### src/rtl/tp_pkg.sv
package tp_pkg;
  localparam int PW = 8;
  localparam int AW = 2;
  localparam logic [1:0] OFS_A   = 2'd0;
  localparam logic [1:0] OFS_B   = 2'd1;
  localparam logic [1:0] OFS_C   = 2'd2;
  localparam logic [1:0] OFS_CTL = 2'd3;

  typedef struct packed {
    logic       a_in;
    logic [1:0] a_mode;
    logic       b_in;
    logic       b_mode;
    logic       chi_in;
    logic       clo_in;
  } cfg_t;

  localparam cfg_t CFG_RST = '{a_in: 1'b1, a_mode: 2'b00, b_in: 1'b1,
                               b_mode: 1'b0, chi_in: 1'b1, clo_in: 1'b1};

  function automatic cfg_t decode_modeword(input logic [7:0] w);
    cfg_t c;
    c.a_in   = w[4];
    c.a_mode = w[6:5];
    c.b_in   = w[1];
    c.b_mode = w[2];
    c.chi_in = w[3];
    c.clo_in = w[0];
    return c;
  endfunction
endpackage

### src/rtl/tp_ctrl.sv
module tp_ctrl
  import tp_pkg::*;
#(
  parameter int PW_P = PW
) (
  input  logic            clk,
  input  logic            rst,
  input  logic            ctl_we,
  input  logic            pc_we,
  input  logic [PW_P-1:0] wdata,
  output cfg_t            cfg,
  output logic [PW_P-1:0] pc_lat,
  output logic            inte_a,
  output logic            inte_b,
  output logic            clr
);
  localparam int HALF = PW_P / 2;
  logic [PW_P-1:0] wmask;

  assign clr   = ctl_we & wdata[7];
  assign wmask = {{HALF{~cfg.chi_in}}, {HALF{~cfg.clo_in}}};

  always_ff @(posedge clk) begin
    if (rst) begin
      cfg    <= CFG_RST;
      pc_lat <= '0;
      inte_a <= 1'b0;
      inte_b <= 1'b0;
    end else if (ctl_we) begin
      if (wdata[7]) begin
        cfg    <= decode_modeword(wdata[7:0]);
        pc_lat <= '0;
        inte_a <= 1'b0;
        inte_b <= 1'b0;
      end else begin
        pc_lat[wdata[3:1]] <= wdata[0];
        if (wdata[3:1] == 3'd4) inte_a <= wdata[0];
        if (wdata[3:1] == 3'd2) inte_b <= wdata[0];
      end
    end else if (pc_we) begin
      pc_lat <= (pc_lat & ~wmask) | (wdata & wmask);
    end
  end

  assert_modeword_clears_R4: assert property (@(posedge clk) disable iff (rst)
    (ctl_we && wdata[7]) |=> (pc_lat == '0 && !inte_a && !inte_b));

  assert_bitword_keeps_cfg_R7: assert property (@(posedge clk) disable iff (rst)
    (ctl_we && !wdata[7]) |=> $stable(cfg));

  assert_bitword_one_bit_R7: assert property (@(posedge clk) disable iff (rst)
    (ctl_we && !wdata[7]) |=> ($countones(pc_lat ^ $past(pc_lat)) <= 1));
endmodule

### src/rtl/tp_latch.sv
module tp_latch #(
  parameter int PW_P = 8
) (
  input  logic            clk,
  input  logic            rst,
  input  logic            clr,
  input  logic            we,
  input  logic            is_in,
  input  logic [PW_P-1:0] d,
  output logic [PW_P-1:0] q
);
  always_ff @(posedge clk) begin
    if (rst || clr)        q <= '0;
    else if (we && !is_in) q <= d;
  end

  assert_input_write_dropped_R6: assert property (@(posedge clk) disable iff (rst)
    (we && is_in && !clr) |=> $stable(q));
endmodule

### src/rtl/tp_rdmux.sv
module tp_rdmux
  import tp_pkg::*;
#(
  parameter int PW_P = PW,
  parameter int AW_P = AW
) (
  input  logic            clk,
  input  logic            rst,
  input  logic            rd_en,
  input  logic [AW_P-1:0] sel,
  input  logic [PW_P-1:0] a_val,
  input  logic [PW_P-1:0] b_val,
  input  logic [PW_P-1:0] c_val,
  output logic [PW_P-1:0] rdata
);
  always_ff @(posedge clk) begin
    if (rst) rdata <= '0;
    else if (rd_en) begin
      unique case (sel)
        OFS_A:   rdata <= a_val;
        OFS_B:   rdata <= b_val;
        OFS_C:   rdata <= c_val;
        default: rdata <= '0;
      endcase
    end
  end

  assert_idle_holds_R5: assert property (@(posedge clk) disable iff (rst)
    !rd_en |=> $stable(rdata));

  assert_ctl_reads_zero_R11: assert property (@(posedge clk) disable iff (rst)
    (rd_en && sel == OFS_CTL) |=> (rdata == '0));
endmodule

### src/rtl/tri_port_pio.sv
module tri_port_pio
  import tp_pkg::*;
#(
  parameter int PW_P = PW,
  parameter int AW_P = AW
) (
  input  logic            clk,
  input  logic            rst,
  input  logic            cs,
  input  logic [AW_P-1:0] addr,
  input  logic            rd,
  input  logic            wr,
  input  logic [PW_P-1:0] wdata,
  output logic [PW_P-1:0] rdata,
  input  logic [PW_P-1:0] pa_in,
  output logic [PW_P-1:0] pa_out,
  output logic [PW_P-1:0] pa_oe,
  input  logic [PW_P-1:0] pb_in,
  output logic [PW_P-1:0] pb_out,
  output logic [PW_P-1:0] pb_oe,
  input  logic [PW_P-1:0] pc_in,
  output logic [PW_P-1:0] pc_out,
  output logic [PW_P-1:0] pc_oe,
  input  logic            hk_a_full,
  input  logic            hk_b_full
);
  localparam int HALF   = PW_P / 2;
  localparam int NLATCH = 2;

  cfg_t            cfg;
  logic            acc_wr, acc_rd, clr, inte_a, inte_b;
  logic            a_strobed, b_strobed;
  logic [PW_P-1:0] pc_lat, pc_view;
  logic [NLATCH-1:0][PW_P-1:0] lat_q;
  logic [NLATCH-1:0][PW_P-1:0] pin_v;
  logic [NLATCH-1:0]           lat_in;

  assign acc_wr    = cs & wr;
  assign acc_rd    = cs & rd;
  assign a_strobed = |cfg.a_mode;
  assign b_strobed = cfg.b_mode;

  tp_ctrl #(.PW_P(PW_P)) u_ctrl (
    .clk(clk), .rst(rst),
    .ctl_we(acc_wr && addr == OFS_CTL),
    .pc_we(acc_wr && addr == OFS_C),
    .wdata(wdata), .cfg(cfg), .pc_lat(pc_lat),
    .inte_a(inte_a), .inte_b(inte_b), .clr(clr)
  );

  assign lat_in = {cfg.b_in, cfg.a_in};
  assign pin_v  = {pb_in, pa_in};

  for (genvar g = 0; g < NLATCH; g++) begin : g_port
    tp_latch #(.PW_P(PW_P)) u_lat (
      .clk(clk), .rst(rst), .clr(clr),
      .we(acc_wr && addr == AW_P'(g)),
      .is_in(lat_in[g]), .d(wdata), .q(lat_q[g])
    );
  end

  assign pa_out = lat_q[0];
  assign pb_out = lat_q[1];
  assign pc_out = pc_lat;
  assign pa_oe  = {PW_P{~cfg.a_in}};
  assign pb_oe  = {PW_P{~cfg.b_in}};

  always_comb begin
    pc_oe = {{HALF{~cfg.chi_in}}, {HALF{~cfg.clo_in}}};
    if (a_strobed) pc_oe[5:3] = 3'b000;
    if (b_strobed) pc_oe[2:0] = 3'b000;
  end

  always_comb begin
    for (int i = 0; i < PW_P; i++) begin
      if (i >= HALF) pc_view[i] = cfg.chi_in ? pc_in[i] : pc_lat[i];
      else           pc_view[i] = cfg.clo_in ? pc_in[i] : pc_lat[i];
    end
    if (a_strobed) begin
      pc_view[5] = hk_a_full;
      pc_view[4] = inte_a;
      pc_view[3] = hk_a_full & inte_a;
    end
    if (b_strobed) begin
      pc_view[2] = inte_b;
      pc_view[1] = hk_b_full;
      pc_view[0] = hk_b_full & inte_b;
    end
  end

  tp_rdmux #(.PW_P(PW_P), .AW_P(AW_P)) u_rd (
    .clk(clk), .rst(rst), .rd_en(acc_rd), .sel(addr),
    .a_val(cfg.a_in ? pa_in : lat_q[0]),
    .b_val(cfg.b_in ? pb_in : lat_q[1]),
    .c_val(pc_view), .rdata(rdata)
  );

  assert_strobed_a_no_drive_R9: assert property (@(posedge clk) disable iff (rst)
    a_strobed |-> (pc_oe[5:3] == 3'b000));

  assert_strobed_b_no_drive_R10: assert property (@(posedge clk) disable iff (rst)
    b_strobed |-> (pc_oe[2:0] == 3'b000));

  assert_nocs_no_reconfig_R2: assert property (@(posedge clk) disable iff (rst)
    !cs |=> ($stable(pa_oe) && $stable(pb_oe) && $stable(pc_oe)));
endmodule

### config.mk
export PLATFORM = sky130hd
export DESIGN_NAME = tri_port_pio
export DESIGN_NICKNAME = d
export VERILOG_FILES = /design/src/rtl/tp_pkg.sv /design/src/rtl/tp_ctrl.sv /design/src/rtl/tp_latch.sv /design/src/rtl/tp_rdmux.sv /design/src/rtl/tri_port_pio.sv
export SDC_FILE = /design/constraint.sdc
export NUM_CORES = 1
export LEC_CHECK = 0
export BUFFER_PORTS_ARGS = -buffer_cell sky130_fd_sc_hd__buf_2
export CAP_MARGIN = 0
export CORE_UTILIZATION = 52
export DETAILED_ROUTE_END_ITERATION = 12
export GPL_TIMING_DRIVEN = 0
export PLACE_DENSITY = 0.82
export SYNTH_ARGS = -nofsm -noshare
export SYNTH_HDL_FRONTEND = slang
export SYNTH_SLANG_ARGS = --single-unit
### constraint.sdc
create_clock -name clk -period 3.7 [get_ports clk]
set_input_delay 0.37 -clock clk [delete_from_list [all_inputs] [get_ports clk]]
set_output_delay 0.37 -clock clk [all_outputs]
set_load 0.005 [all_outputs]
==> key figures, run 1 <==
Run status
  • Outcome: completed

Drt
  • TritonRoute pass-1 iters: 4
  • Routed wire length per instance: 15.8 um
  • Routed WL: between 7 and 8 mm
  • Number of remaining DRC errors: 0
  • Antenna viol nets, final: 0
  • Via density: ~5.6
  • Vias: between 2,000 and 3,000
  • Iter 0 DRT Violations: ~170

Floorplanning
  • Starting Density: 0.546
  • Die ar.: about 5000 um^2
  • Chip Height: 69.8 um
  • Core Box Area: around 4400 um^2
  • I/O pins: 97
  • Die X: roughly 70 um
  • Site Rows: 24

Placed design
  • DP Worst Slack: roughly 1.8 ns
  • DP HPWL: roughly 5.3 mm
  • Placed cell count: approximately 440
  • Gpl congestion: 0.906
  • Port bufs: 95

CTS
  • Root Buffer: clkbuf_8
  • # H-tree levels: 2
  • Total CTS buffers: 5
  • CTS Hold Bufs: 0
  • Clk pin slew, worst setup/hold paths: ~0.090 ns
  • CTS tree: built
  • Max Buffers Root-to-Sink: 2
  • Clk sink count: between 40 and 50
  • Post-CTS Setup Inserts: 0
  • PostCTS Resize Cnt: 0
  • Worst-Skew Late Latency: slightly above 0.3 ns

Logic synthesis
  • Synth cell types: 39
  • Share of the synthesized area in the top cell type: 0.343
  • Async set or reset register ratio after synthesis: 0
  • Post-synth EDFFs: 0
  • Synth top area cells: dfxtp_1, mux2i_1, buf_4
  • Syn avg cell area: about 8.3 um^2
  • Cell accounting for the most synthesized area: dfxtp_1
  • Area of the mapped netlist: about 2400 um^2
  • Synthesized flop and latch total: ~40
  • Synth warnings: 0
  • Sequential fraction of the synthesis area: 0.343
  • Gate Count Post-Synth: 289
  • Most common cell in the netlist: dfxtp_1
  • Most used DFF post-synth: dfxtp_1
  • Syn_nets: 330
  • Commonest cells in the netlist: dfxtp_1, mux2i_1, nor2_1, nand2_1, buf_4

STA
  • Worst Skew: approximately 0.007 ns
  • Max Freq: 493 MHz
  • Final setup vio count: 0
  • Slew HR: 0.601
  • Hold slack: approximately 0.36 ns
  • Setup TNS Final: 0 ns
  • Min Tclk post-route: approximately 2 ns
  • Final WS setup: ~1.7 ns
  • Slew Limit Fails: 0
  • Final Cycle Share: 0.548
  • Slew of the pin with the lowest slew margin: 0.597 ns
  • RSZ-0062 raised after global routing: false
  • Fin. Hold Viols: 0

Critical path
  • Critical path class: flip-flop to output pin
  • CP top delay family: buffers and inverters
  • CP Launch Type: flip-flop
  • Slowest cell on crit path: clkbuf_1
  • Stages on worst setup path: 4
  • Worst-path cell chain: clkbuf_1 > inv_1 > buf_4 > buf_2
  • Worst reg2reg startpoint: u_ctrl.cfg[6]$_SDFFE_PP1P_
  • CP max FO: 10
  • Slowest stage delay, CP: 0.43 ns
  • Worst setup EP type: output pin
  • Buf/Inv on CP: 4
  • R2r setup slk: ~2 ns
  • Worst r2r dst: u_rd.rdata[6]$_SDFFE_PP0P_
  • Worst EP required: 3.33 ns
  • Reg2reg path depth: 4
  • Crit path DAT: 1.66 ns

Cells and area
  • Nets: 432
  • Fin cells: ~440
  • Antenna diode count: 0
  • Fillers: around 380
  • Synthesis-to-finish area growth: 28.3%
  • Share of layout cells above drive strength 1: 0.355
  • Final core occ: 0.700

Hold path
  • Worst Hold Class: input pin to flip-flop
  • Hold path depth: 3
  • Worst hold start: wdata[5]

Flow run
  • Max Cap Violations: 0

GRT
  • Gr ovfl total: 0
  • Vias in the first global route: roughly 2,300
  • First-pass GRT wire length: 11.1 mm
  • Largest net degree at the start of global routing: 15
  • Initial antenna violation count: 0
  • Total track usage: 0.291

Pwr
  • PwrDens: between 300 and 400 nW/um^2
  • Total leakage power: approximately 0.0015 uW
  • Max IR drop VDD: around 0.31 mV
-- metrics by stage --
| stage | instance area [um^2] | power [uW] |
|---|---|---|
| after floorplan | 2390 | 542 |
| after global placement | 2930 | 602 |
| after detailed placement | 2930 | 604 |
| after CTS | 3070 | 1040 |
| after global routing | 3070 | 1080 |
| final | 3070 | 1050 |
-- worst min-delay path, cell delays in order --
cell and delay [ns]:
buf_2 0.13, nand2_1 0.05, a311oi_1 0.07
-- cell type report --
class                   count  area, um^2  share of cell area
inverters                   5        18.8             0.00611
clock buffers               5        68.8              0.0224
multi-input cells         208        1340               0.437
flip-flops and latches     41         821               0.267
repair buffers             95         475               0.155
well taps                  52        65.1              0.0212
plain buffers              35         211              0.0689
clock inverters             3        68.8              0.0224
-- layer usage --
metal  wire length (um)  global-route usage  up-vias
li1                   -                   -     1226
met1               2940               0.381     1155
met2               3320               0.460      116
met3                647              0.0741        9
met4                116               0.107        0
met5                  0                   0        -
-- logic make-up after synthesis --
group                  Yosys count  synth area share
buffers and inverters           40            0.0962
AND/OR/NAND/NOR                110             0.225
AO/OA/AOI/OAI                   60             0.173
flip-flops                      41             0.343
multiplexers                    38             0.163
-- placed cells by master (no fill, tap or decap), drive strengths merged, types with 3 or more instances in the layout --
cell    instances
a211oi          8
a21oi          17
a22oi           4
a311oi          7
buf           122
clkbuf         13
dfxtp          41
inv             6
mux2            7
mux2i          31
nand2          29
nand2b          9
nand3          14
nand3b          3
nor2           30
nor2b           6
nor3            7
o211ai          7
o21ai           5
or3             4
-- how the worst max path moves through the flow --
stage                                     from                         end  slack [ns]
detailed placement                     addr[0]  u_rd.rdata[6]$_SDFFE_PP0P_        1.83
finish              u_ctrl.cfg[6]$_SDFFE_PP1P_                    pa_oe[6]        1.67
global placement                       addr[0]  u_rd.rdata[6]$_SDFFE_PP0P_        1.87
floorplan           u_ctrl.cfg[6]$_SDFFE_PP1P_                    pa_oe[1]        2.30
CTS                 u_ctrl.cfg[6]$_SDFFE_PP1P_                    pa_oe[6]        1.68
global route        u_ctrl.cfg[6]$_SDFFE_PP1P_                    pa_oe[4]        1.55
-- report_power, final --
group / leakage [uW] / switching (uW) / internal, uW
Sequential: 0.000332 / 6.01 / 450
Combinational: 0.00112 / 80.6 / 60.9
Clock: 0.0000687 / 178 / 272
Note: power is estimated with default switching activity, not from simulation.
==> run 2, diff against run 1 <==
Settings changed: ABC_AREA from default to 1, CORE_UTILIZATION 52 to 45, PLACE_DENSITY 0.82 to 0.74.
Clock period 3.7 ns to 1.75 ns, I/O delays scaled along.
==> key figures, run 2 <==
Run status
  • Outcome: completed (unchanged)

Critical path
  • Slowest stage delay, CP: 0.41 ns (was 0.43 ns)
  • CP top delay family: buffers and inverters (unchanged)
  • Slowest cell on crit path: clkbuf_1 (unchanged)
  • Stages on worst setup path: 4 (unchanged)
  • Worst-path cell chain: inv_1 > clkbuf_1 > buf_4 > buf_2 (was clkbuf_1 > inv_1 > buf_4 > buf_2)
  • CP max FO: 11 (was 10)
  • CP Launch Type: flip-flop (unchanged)
  • Reg2reg path depth: 11 (was 4)
  • Worst setup EP type: output pin (unchanged)
  • Critical path class: flip-flop to output pin (unchanged)
  • Buf/Inv on CP: 4 (unchanged)
  • Worst EP required: 1.57 ns (was 3.33 ns)
  • Crit path DAT: 1.47 ns (was 1.66 ns)

Floorplanning
  • Die ar.: 6060 um^2 (was 4880 um^2)
  • Chip Height: 77.8 um (was 69.8 um)
  • Core Box Area: 5540 um^2 (was 4380 um^2)
  • I/O pins: 97 (unchanged)
  • Die X: 77.8 um (was 69.8 um)
  • Starting Density: 0.467 (was 0.546)
  • Site Rows: 27 (was 24)

Drt
  • Via density: 4.89 (was 5.64)
  • Iter 0 DRT Violations: 146 (was 169)
  • Routed WL: 7.24 mm (was 7.02 mm)
  • Vias: 2,859 (was 2,506)
  • Number of remaining DRC errors: 0 (unchanged)
  • Antenna viol nets, final: 0 (unchanged)
  • TritonRoute pass-1 iters: 4 (unchanged)
  • Routed wire length per instance: 12.4 um (was 15.8 um)

Logic synthesis
  • Most used DFF post-synth: dfxtp_1 (unchanged)
  • Gate Count Post-Synth: 413 (was 289)
  • Post-synth EDFFs: 0 (unchanged)
  • Cell accounting for the most synthesized area: dfxtp_1 (unchanged)
  • Syn avg cell area: 6.27 um^2 (was 8.28 um^2)
  • Synth cell types: 27 (was 39)
  • Synth warnings: 0 (unchanged)
  • Commonest cells in the netlist: nand2_1, inv_1, dfxtp_1, nand3_1, a21oi_1 (was dfxtp_1, mux2i_1, nor2_1, nand2_1, buf_4)
  • Sequential fraction of the synthesis area: 0.317 (was 0.343)
  • Share of the synthesized area in the top cell type: 0.317 (was 0.343)
  • Area of the mapped netlist: 2590 um^2 (was 2390 um^2)
  • Synth top area cells: dfxtp_1, nand2_1, inv_1 (was dfxtp_1, mux2i_1, buf_4)
  • Async set or reset register ratio after synthesis: 0 (unchanged)
  • Syn_nets: 454 (was 330)
  • Most common cell in the netlist: nand2_1 (was dfxtp_1)
  • Synthesized flop and latch total: 41 (unchanged)

STA
  • Slew HR: 0.578 (was 0.601)
  • Slew Limit Fails: 0 (unchanged)
  • Setup TNS Final: 0 ns (unchanged)
  • RSZ-0062 raised after global routing: false (unchanged)
  • Min Tclk post-route: about 1.6 ns
  • Max Freq: around 610 MHz
  • Worst Skew: 0.0115 ns (was 0.00701 ns)
  • Final setup vio count: 0 (unchanged)
  • Final Cycle Share: 0.941
  • Fin. Hold Viols: 0 (unchanged)
  • Slew of the pin with the lowest slew margin: 0.630 ns (was 0.597 ns)

Pwr
  • Max IR drop VDD: 0.330 mV (was 0.307 mV)
  • PwrDens: 601 nW/um^2 (was 341 nW/um^2)
  • Total leakage power: 0.00176 uW (was 0.00152 uW)

CTS
  • Max Buffers Root-to-Sink: 2 (unchanged)
  • # H-tree levels: 2 (unchanged)
  • CTS Hold Bufs: 0 (unchanged)
  • Clk pin slew, worst setup/hold paths: 0.08 ns (was 0.09 ns)
  • CTS tree: built (unchanged)
  • Clk sink count: 41 (unchanged)
  • PostCTS Resize Cnt: 0 (unchanged)
  • Post-CTS Setup Inserts: 0 (unchanged)
  • Worst-Skew Late Latency: 0.30 ns (was 0.31 ns)
  • Root Buffer: clkbuf_8 (unchanged)
  • Total CTS buffers: 5 (unchanged)

GRT
  • Gr ovfl total: 0 (unchanged)
  • Largest net degree at the start of global routing: 18 (was 15)
  • First-pass GRT wire length: 11.7 mm (was 11.1 mm)
  • Total track usage: 0.247 (was 0.291)
  • Initial antenna violation count: 0 (unchanged)
  • Vias in the first global route: 2,493 (was 2,256)

Cells and area
  • Synthesis-to-finish area growth: 25.0% (was 28.3%)
  • Fillers: 594 (was 376)
  • Most frequent cells in the layout: nand2_1, buf_2, inv_1, dfxtp_1, nand3_1 (was buf_2, dfxtp_1, mux2i_1, nor2_1, nand2_1)
  • Final core occ: 0.584 (was 0.700)
  • Share of layout cells above drive strength 1: 0.296 (was 0.355)
  • Commonest non-fill, non-tap cell in the layout: nand2_1 (was buf_2)
  • Antenna diode count: 0 (unchanged)
  • Nets: 553 (was 432)

Placed design
  • DP HPWL: 5.65 mm (was 5.33 mm)
  • Gpl congestion: 0.880 (was 0.906)
  • Port bufs: 92 (was 95)

Flow run
  • Max Cap Violations: 0 (unchanged)

Hold path
  • Worst Hold Class: input pin to flip-flop (unchanged)
  • Hold path depth: 2 (was 3)
-- run 2: cell types whose count changed in the layout (fill, tap and decap cells not counted), moves of 6 or more --
cell / before / now
inv_1: 5 / 44
a21oi_1: 17 / 30
nand2b_1: 9 / 0
mux2i_1: 31 / 0
a211oi_1: 8 / 0
nand2_1: 29 / 155
o21ai_1: 0 / 7
nor2b_1: 6 / 0
nand3_1: 14 / 33
a311oi_1: 7 / 0
mux2_2: 7 / 0
-- run 2: area by class of cell --
cell class                      count  area (um^2)  share of cell area
Multi-Input combinational cell    290         1360               0.420
Sequential cell                    41          821               0.254
Timing Repair Buffer               92          460               0.142
Buffer                             32          220              0.0681
Inverter                           50          189              0.0584
Tap cell                           72         90.1              0.0278
Clock buffer                        6         82.6              0.0255
Clock inverter                      2         13.8             0.00425
-- run 2: worst reg2reg max path, delay by kind of cell (launching register included) --
family | cells | cell delay [ns]
buffers and inverters | 4 | 0.59
and+or+nand+nor | 6 | 0.41
AOI/OAI and AO/OA | 1 | 0.13
DFF | 1 | 0.30
-- run 2: final timing paths --
check                                   from                         end  slack, ns
setup / recovery  u_ctrl.cfg[1]$_SDFFE_PP1P_                    pc_oe[7]       0.10
hold / removal                           rst                   flip-flop       0.08
setup reg to reg  u_ctrl.cfg[3]$_SDFFE_PP1P_  u_rd.rdata[1]$_SDFFE_PP0P_       0.22
hold reg to reg   u_rd.rdata[6]$_SDFFE_PP0P_  u_rd.rdata[6]$_SDFFE_PP0P_       0.47
-- run 2: layer usage --
layer,GRT usage,up-vias,routed length [um]
met1,0.341,1267,3310
met3,0.0424,9,481
met5,0,-,0
met4,0.0604,0,72
met2,0.396,103,3380
li1,-,1480,-
-- run 2: power by group --
| group | internal (uW) | switching, uW |
|---|---|---|
| registers | 951 | 9.67 |
| logic | 126 | 203 |
| clock network | 320 | 336 |
-- run 2: cell families after synthesis --
family / count (synthesis) / share of synthesized area
AND/OR/NAND/NOR: 236 / 0.409
buffers and inverters: 82 / 0.158
AO/OA/AOI/OAI: 54 / 0.116
flip-flops: 41 / 0.317
-- run 2: stage by stage --
step / area (um^2) / total power, uW / worst slack [ns] / cells / hold WS (ns)
final: 3240 / 1950 / 0.103 / 585 / 0.0813
after global routing: 3240 / 2040 / 0.0141 / 585 / 0.0753
after CTS: 3240 / 1960 / 0.108 / 585 / 0.0793
after detailed placement: 3140 / 1310 / 0.262 / 577 / 0.385
after global placement: 3140 / 1310 / 0.284 / 577 / 0.387
after floorplan: 2590 / 1180 / 0.503 / 413 / 0.245
